--- src/rtl/msr_gate_pkg.sv ---
// Shared types for the register access lock gate.
// Assumes: nothing beyond IEEE 1800-2017.
package msr_gate_pkg;

    // Outcome chosen for one request.
    typedef enum logic [2:0] {
        ROUTE_NONE    = 3'd0,
        ROUTE_LOCAL   = 3'd1,
        ROUTE_BUS     = 3'd2,
        ROUTE_LOCKREG = 3'd3,
        ROUTE_FAULT   = 3'd4,
        ROUTE_DROP    = 3'd5
    } route_e;

endpackage

--- src/rtl/msr_lock_flag.sv ---
// Lock flag register: holds the one-bit lock state.
// A write clears the flag on an exact key match and sets it otherwise.
// Assumes: wr_en is asserted for at most one cycle per lock write request.
module msr_lock_flag #(
    parameter int                DATA_W     = 64,
    parameter logic [DATA_W-1:0] UNLOCK_KEY = 64'h4552_4F43_4C49_4156
) (
    input  logic              clk,
    input  logic              rst_n,
    input  logic              wr_en,
    input  logic [DATA_W-1:0] wr_data,
    output logic              locked
);

    logic key_hit;

    // Exact comparison of the written word against the unlock key.
    always_comb begin
        key_hit = (wr_data == UNLOCK_KEY);
    end

    // Flag update: reset unlocked, then follow each lock write.
    always_ff @(posedge clk) begin
        if (!rst_n) begin
            locked <= 1'b0;
        end else if (wr_en) begin
            locked <= !key_hit;
        end
    end


    key_clears_chk: assert property (@(posedge clk) disable iff (!rst_n)
        (wr_en && wr_data == UNLOCK_KEY) |=> !locked);


    other_sets_chk: assert property (@(posedge clk) disable iff (!rst_n)
        (wr_en && wr_data != UNLOCK_KEY) |=> locked);


    flag_holds_chk: assert property (@(posedge clk) disable iff (!rst_n)
        !wr_en |=> $stable(locked));

endmodule

--- src/rtl/msr_access_judge.sv ---
// Access judge: classifies one request into a route from the requester
// class, the privilege indications, the address region and the lock flag.
// Purely combinational. Assumes LOCK_ADDR lies above PROT_BASE.
module msr_access_judge
    import msr_gate_pkg::*;
#(
    parameter int                ADDR_W    = 32,
    parameter logic [ADDR_W-1:0] LOCK_ADDR = 32'h0000_1908,
    parameter logic [ADDR_W-1:0] PROT_BASE = 32'h0000_0FFF,
    parameter logic [ADDR_W-1:0] BUS_BASE  = 32'h0000_3FFF
) (
    input  logic              req_valid,
    input  logic              req_write,
    input  logic              req_from_bus,
    input  logic              priv_sys,
    input  logic              priv_dbg,
    input  logic [ADDR_W-1:0] req_addr,
    input  logic              locked,
    output route_e            route,
    output logic              lock_wr
);

    logic is_lock_addr;
    logic exempt;
    logic in_prot;
    logic in_bus;

    // Address region and requester class decode.
    always_comb begin
        is_lock_addr = (req_addr == LOCK_ADDR);
        exempt       = req_from_bus || priv_sys || priv_dbg;
        in_prot      = (req_addr > PROT_BASE);
        in_bus       = (req_addr > BUS_BASE);
    end

    // Route selection in priority order: lock register, fault, bus region, local.
    always_comb begin
        route = ROUTE_NONE;
        if (req_valid) begin
            if (is_lock_addr) begin
                route = ROUTE_LOCKREG;
            end else if (locked && !exempt && in_prot) begin
                route = ROUTE_FAULT;
            end else if (in_bus) begin
                route = locked ? ROUTE_DROP : ROUTE_BUS;
            end else begin
                route = ROUTE_LOCAL;
            end
        end
    end

    // Lock register write strobe, always permitted.
    always_comb begin
        lock_wr = req_valid && req_write && is_lock_addr;
    end

endmodule

--- src/rtl/msr_gate_outputs.sv ---
// Output stage: registers the outcome of each routed request into the
// forward strobes, the gate-local response and the fault pulse.
// Assumes: route and the request fields belong to the same cycle.
module msr_gate_outputs
    import msr_gate_pkg::*;
#(
    parameter int ADDR_W = 32,
    parameter int DATA_W = 64
) (
    input  logic              clk,
    input  logic              rst_n,
    input  route_e            route,
    input  logic              req_valid,
    input  logic              req_write,
    input  logic [ADDR_W-1:0] req_addr,
    input  logic [DATA_W-1:0] req_wdata,
    input  logic              locked,
    output logic              fwd_valid,
    output logic              bus_valid,
    output logic              out_write,
    output logic [ADDR_W-1:0] out_addr,
    output logic [DATA_W-1:0] out_wdata,
    output logic              resp_valid,
    output logic [DATA_W-1:0] resp_rdata,
    output logic              fault
);

    localparam logic [DATA_W-1:0] ZERO_WORD = '0;

    logic passes;

    // A request is passed on when it goes to the local bank or the bus.
    always_comb begin
        passes = (route == ROUTE_LOCAL) || (route == ROUTE_BUS);
    end

    // Forward strobes and pass-through of the accepted request.
    always_ff @(posedge clk) begin
        if (!rst_n) begin
            fwd_valid <= 1'b0;
            bus_valid <= 1'b0;
            out_write <= 1'b0;
            out_addr  <= '0;
            out_wdata <= '0;
        end else begin
            fwd_valid <= (route == ROUTE_LOCAL);
            bus_valid <= (route == ROUTE_BUS);
            out_write <= passes ? req_write : 1'b0;
            out_addr  <= passes ? req_addr  : '0;
            out_wdata <= passes ? req_wdata : ZERO_WORD;
        end
    end

    // Gate-local response and fault pulse.
    always_ff @(posedge clk) begin
        if (!rst_n) begin
            resp_valid <= 1'b0;
            resp_rdata <= '0;
            fault      <= 1'b0;
        end else begin
            resp_valid <= (route == ROUTE_LOCKREG) || (route == ROUTE_FAULT)
                          || (route == ROUTE_DROP);
            resp_rdata <= ZERO_WORD;
            if (route == ROUTE_LOCKREG && !req_write) begin
                resp_rdata <= {{(DATA_W-1){1'b0}}, locked};
            end
            fault      <= (route == ROUTE_FAULT);
        end
    end


    one_outcome_chk: assert property (@(posedge clk) disable iff (!rst_n)
        $onehot0({fwd_valid, bus_valid, resp_valid}));


    outcome_needs_req_chk: assert property (@(posedge clk) disable iff (!rst_n)
        (fwd_valid || bus_valid || resp_valid) |-> $past(req_valid));


    fault_zero_data_chk: assert property (@(posedge clk) disable iff (!rst_n)
        fault |-> (resp_valid && resp_rdata == ZERO_WORD && !fwd_valid && !bus_valid));


    bus_only_unlocked_chk: assert property (@(posedge clk) disable iff (!rst_n)
        bus_valid |-> !$past(locked));


    pass_through_chk: assert property (@(posedge clk) disable iff (!rst_n)
        fwd_valid |-> (out_addr == $past(req_addr) && out_wdata == $past(req_wdata)));

endmodule

--- src/rtl/msr_lock_gate.sv ---
// Register access lock gate, top level.
// Judges each request against the lock flag and emits one registered
// outcome per request. Assumes at most one request per cycle.
module msr_lock_gate
    import msr_gate_pkg::*;
#(
    parameter int                ADDR_W     = 32,
    parameter int                DATA_W     = 64,
    parameter logic [ADDR_W-1:0] LOCK_ADDR  = 32'h0000_1908,
    parameter logic [ADDR_W-1:0] PROT_BASE  = 32'h0000_0FFF,
    parameter logic [ADDR_W-1:0] BUS_BASE   = 32'h0000_3FFF,
    parameter logic [DATA_W-1:0] UNLOCK_KEY = 64'h4552_4F43_4C49_4156
) (
    input  logic              clk,
    input  logic              rst_n,
    input  logic              req_valid,
    input  logic              req_write,
    input  logic              req_from_bus,
    input  logic              priv_sys,
    input  logic              priv_dbg,
    input  logic [ADDR_W-1:0] req_addr,
    input  logic [DATA_W-1:0] req_wdata,
    output logic              fwd_valid,
    output logic              bus_valid,
    output logic              out_write,
    output logic [ADDR_W-1:0] out_addr,
    output logic [DATA_W-1:0] out_wdata,
    output logic              resp_valid,
    output logic [DATA_W-1:0] resp_rdata,
    output logic              fault
);

    route_e route;
    logic   lock_wr;
    logic   locked;

    msr_lock_flag #(
        .DATA_W     (DATA_W),
        .UNLOCK_KEY (UNLOCK_KEY)
    ) u_flag (
        .clk     (clk),
        .rst_n   (rst_n),
        .wr_en   (lock_wr),
        .wr_data (req_wdata),
        .locked  (locked)
    );

    msr_access_judge #(
        .ADDR_W    (ADDR_W),
        .LOCK_ADDR (LOCK_ADDR),
        .PROT_BASE (PROT_BASE),
        .BUS_BASE  (BUS_BASE)
    ) u_judge (
        .req_valid    (req_valid),
        .req_write    (req_write),
        .req_from_bus (req_from_bus),
        .priv_sys     (priv_sys),
        .priv_dbg     (priv_dbg),
        .req_addr     (req_addr),
        .locked       (locked),
        .route        (route),
        .lock_wr      (lock_wr)
    );

    msr_gate_outputs #(
        .ADDR_W (ADDR_W),
        .DATA_W (DATA_W)
    ) u_out (
        .clk        (clk),
        .rst_n      (rst_n),
        .route      (route),
        .req_valid  (req_valid),
        .req_write  (req_write),
        .req_addr   (req_addr),
        .req_wdata  (req_wdata),
        .locked     (locked),
        .fwd_valid  (fwd_valid),
        .bus_valid  (bus_valid),
        .out_write  (out_write),
        .out_addr   (out_addr),
        .out_wdata  (out_wdata),
        .resp_valid (resp_valid),
        .resp_rdata (resp_rdata),
        .fault      (fault)
    );


    exempt_no_fault_chk: assert property (@(posedge clk) disable iff (!rst_n)
        (req_valid && (req_from_bus || priv_sys || priv_dbg)) |=> !fault);


    low_addr_no_fault_chk: assert property (@(posedge clk) disable iff (!rst_n)
        (req_valid && req_addr <= PROT_BASE) |=> !fault);


    lock_addr_local_chk: assert property (@(posedge clk) disable iff (!rst_n)
        (req_valid && req_addr == LOCK_ADDR) |=> (resp_valid && !fault));

endmodule

--- config.mk ---
export PLATFORM = sky130hd
export DESIGN_NAME = msr_lock_gate
export DESIGN_NICKNAME = d
export VERILOG_FILES = /design/src/rtl/msr_gate_pkg.sv /design/src/rtl/msr_lock_flag.sv /design/src/rtl/msr_access_judge.sv /design/src/rtl/msr_gate_outputs.sv /design/src/rtl/msr_lock_gate.sv
export SDC_FILE = /design/constraint.sdc
export NUM_CORES = 1
export LEC_CHECK = 0
export BUFFER_PORTS_ARGS = -buffer_cell sky130_fd_sc_hd__clkbuf_2
export CORE_AREA = 2 2 105 107
export CTS_CLUSTER_DIAMETER = 100
export DETAILED_ROUTE_END_ITERATION = 8
export DIE_AREA = 0 0 107 109
export PLACE_DENSITY = 0.7
export RECOVER_POWER = 100
export SLEW_MARGIN = 20
export SYNTH_ARGS = -nofsm -noshare
export SYNTH_HDL_FRONTEND = slang
export SYNTH_SLANG_ARGS = --single-unit
--- constraint.sdc ---
create_clock -name clk -period 1.9 [get_ports clk]
set_input_delay 0.095 -clock clk [delete_from_list [all_inputs] [get_ports clk]]
set_output_delay 0.095 -clock clk [all_outputs]
set_load 0.005 [all_outputs]
==> qor.txt <==
most common cell after layout, fill and taps aside = clkbuf_2
GPL Wtd Cong = 0.787
combinational power share = 13.3%
CTS tree = done
Hold Path Class = input pin to flip-flop
placed wire-length estimate = 7.63 mm
TritonCTS sink count = 103
# setup viols final = 0
largest net degree at the start of global routing = 68
ratio of cells with drive above 1 in the final layout = 31.7%
startpoint class of the critical path = input pin
most frequent cells in the layout = 139 x clkbuf_2, 102 x dfxtp_1, 89 x dlygate4sd3_1, 74 x and3_1, 64 x clkbuf_1
worst-case clock buffer depth = 2
Synth area leader = dfxtp_1
Arr. time, crit path = 2200 ps
Leak = 2.90 nW
WL final = 11.8 mm
Syn Inst Count = 340
pins over their slew limit = 0
Synth area leaders = dfxtp_1 57%, buf_4 13%, and3_1 13%
Worst-Margin Slew = 939 ps
share of the synthesized area in the top cell type = 56.6%
CP cell instances = dlygate4sd3_1 > clkbuf_2 > nor4_2 > nand3_1 > nor2_4 > mux2i_4 > buf_12 > buf_12 > and3_2
Rows = 38
first-pass GRT wire length = 15.7 mm
r2r setup slk = 70 ps
All-Layer GR Usage = 17.7%
cell area after layout = 5700 µm²
CP peak stage delay = 550 ps
Syn. warnings = 0
CTS buffer count = 9
PD cells = 697 nW/µm²
Initial DRC Count = 149
drt pass-1 iters = 4
GRT busiest layer = met2
Slew headroom = 37.4%
placed inst area = 4610 µm²
sw frac = 24.3%
sequential area share after synthesis = 56.6%
Worst VDD drop = 0.354 mV
# DRC = 0
Starting Density = 34.4%
CP max-delay cell = dlygate4sd3_1
Int Power = 3.01 mW
critical path class = input pin to flip-flop
total number of vias = 3,482
CTS root buffer = clkbuf_8
most frequent cell on the critical path = buf_12
# Max-Cap Violations = 0
Ports = 268
H-tree levels = 3
Die Y = 109 µm
Total Power = 3.97 mW
Hold Vio Cnt, Final = 0
wire length per cell = 15.1 µm
Mapped Area = 3640 µm²
GRT overflow = 0
fmax = 529 MHz
Syn Area/Cell = 10.7 µm²
Worst EP required = 2200 ps
Die W = 107 µm
number of synthesized register bits = 103
Final period util = 99.6%
initial antenna violation count = 1
sequential share of power = 57.0%
Fin Clk Skew = 3.47 ps
sw power = 0.967 mW
drt via density = 4.48
final net count = 736
Clock Latency Late Sink = 360 ps
PortBufs = 204
met3 Use GR = 5.92%
vias in the first global route = 3,312
met2 Track Usage GR = 33.1%
RSZ-0062 raised after global routing = true
Worst Path Buf+Inv = 4
Core ar. = 10,600 µm²
Worst path top cell family by delay = buffers and inverters
fin crit period = 1890 ps
synth unique cells = 28
status = finished clean
Detail Route Antenna Nets = 0
die area = 11,700 µm²
synthesis-to-layout area growth = 56.4%
clock power share = 29.8%
met1 Resource Use GR = 17.5%
critical path capture point type = flip-flop
worst-path fanout max = 34
Worst-path clk slew = 90 ps
## stage by stage
| stage | util [%] | setup slack [ps] | hold slack, ps | setup TNS [ps] | cells |
|---|---|---|---|---|---|
| final | 53.8 | 8.14 | 10.1 | 0 | 778 |
| after global routing | 53.8 | -22.0 | 2.79 | -146 | 778 |
| after CTS | 53.3 | 10.9 | 2.30 | 0 | 773 |
| after detailed placement | 43.5 | 10.8 | 315 | 0 | 670 |
| after global placement | 43.5 | -0.985 | 318 | -0.985 | 670 |
| after floorplan | - | 201 | 172 | 0 | 402 |
## cells in the mapped netlist, drive strengths merged
master,n
buf,66
and3,97
and2,1
nor2,8
inv,1
nand4,5
nor4b,8
or4b,1
nor3,3
a31oi,1
or3,1
nor4bb,6
nand2,5
nand4b,1
or4,1
dfxtp,103
mux2i,1
a41o,1
a211oi,1
conb,1
o21ai,2
clkbuf,18
nor4,6
nand3,2
## final timing paths
| kind | startpoint | end | cells after the start |
|---|---|---|---|
| setup / recovery | req_addr[23] | u_out.out_wdata[50] | 9 |
| hold / removal | req_wdata[63] | u_out.out_wdata[63] | 2 |
| setup reg to reg | u_flag.locked | u_out.out_wdata[50] | 6 |
| hold reg to reg | u_flag.locked | u_out.bus_valid | 1 |
## sequential cells by signal (all words and copies together), names as in the netlist
signal,flops
u_out.out_write,1
u_out.resp_valid,1
u_out.resp_rdata,1
u_out.bus_valid,1
u_flag.locked,1
u_out.fwd_valid,1
u_out.out_wdata,64
u_out.fault,1
u_out.out_addr,32
## logic make-up after synthesis
| logic type | synth area share [%] |
|---|---|
| other | 0.103 |
| DFF | 56.6 |
| muxes | 0.378 |
| buffers and inverters | 15.9 |
| AOI/OAI and AO/OA | 1.03 |
| and+or+nand+nor | 26.1 |
## power groups by stage
stage	combinational (mW)	sequential (mW)	clock (mW)
after detailed placement	0.370	2.31	0
after CTS	0.515	2.26	1.21
final	0.528	2.26	1.18
after floorplan	0.215	2.32	0
after global placement	0.366	2.31	0
after global routing	0.574	2.27	1.30
## area by class of cell
cell class,instances,area (µm²)
flip-flops and latches,103,2060
repair buffers,304,1980
clock inverters,6,37.5
diodes,1,2.50
clock buffers,9,124
well taps,140,175
fillers,911,4900
multi-input cells,214,1310
inverters,1,3.75
## metal layers
| metal | vias to the layer above | share of wire, % |
|---|---|---|
| li1 | 1639 | - |
| met1 | 1583 | 38 |
| met2 | 223 | 52 |
| met3 | 37 | 7.6 |
| met4 | 0 | 3.2 |
| met5 | - | 0 |
## repair_timing
item,CTS,global route
buffers inserted,0,1
endpoints found under the hold margin,89,1
endpoints found under the setup margin,0,97
hold buffers,88,1
gates resized for setup,0,11
(Power assumes the default switching activity.)
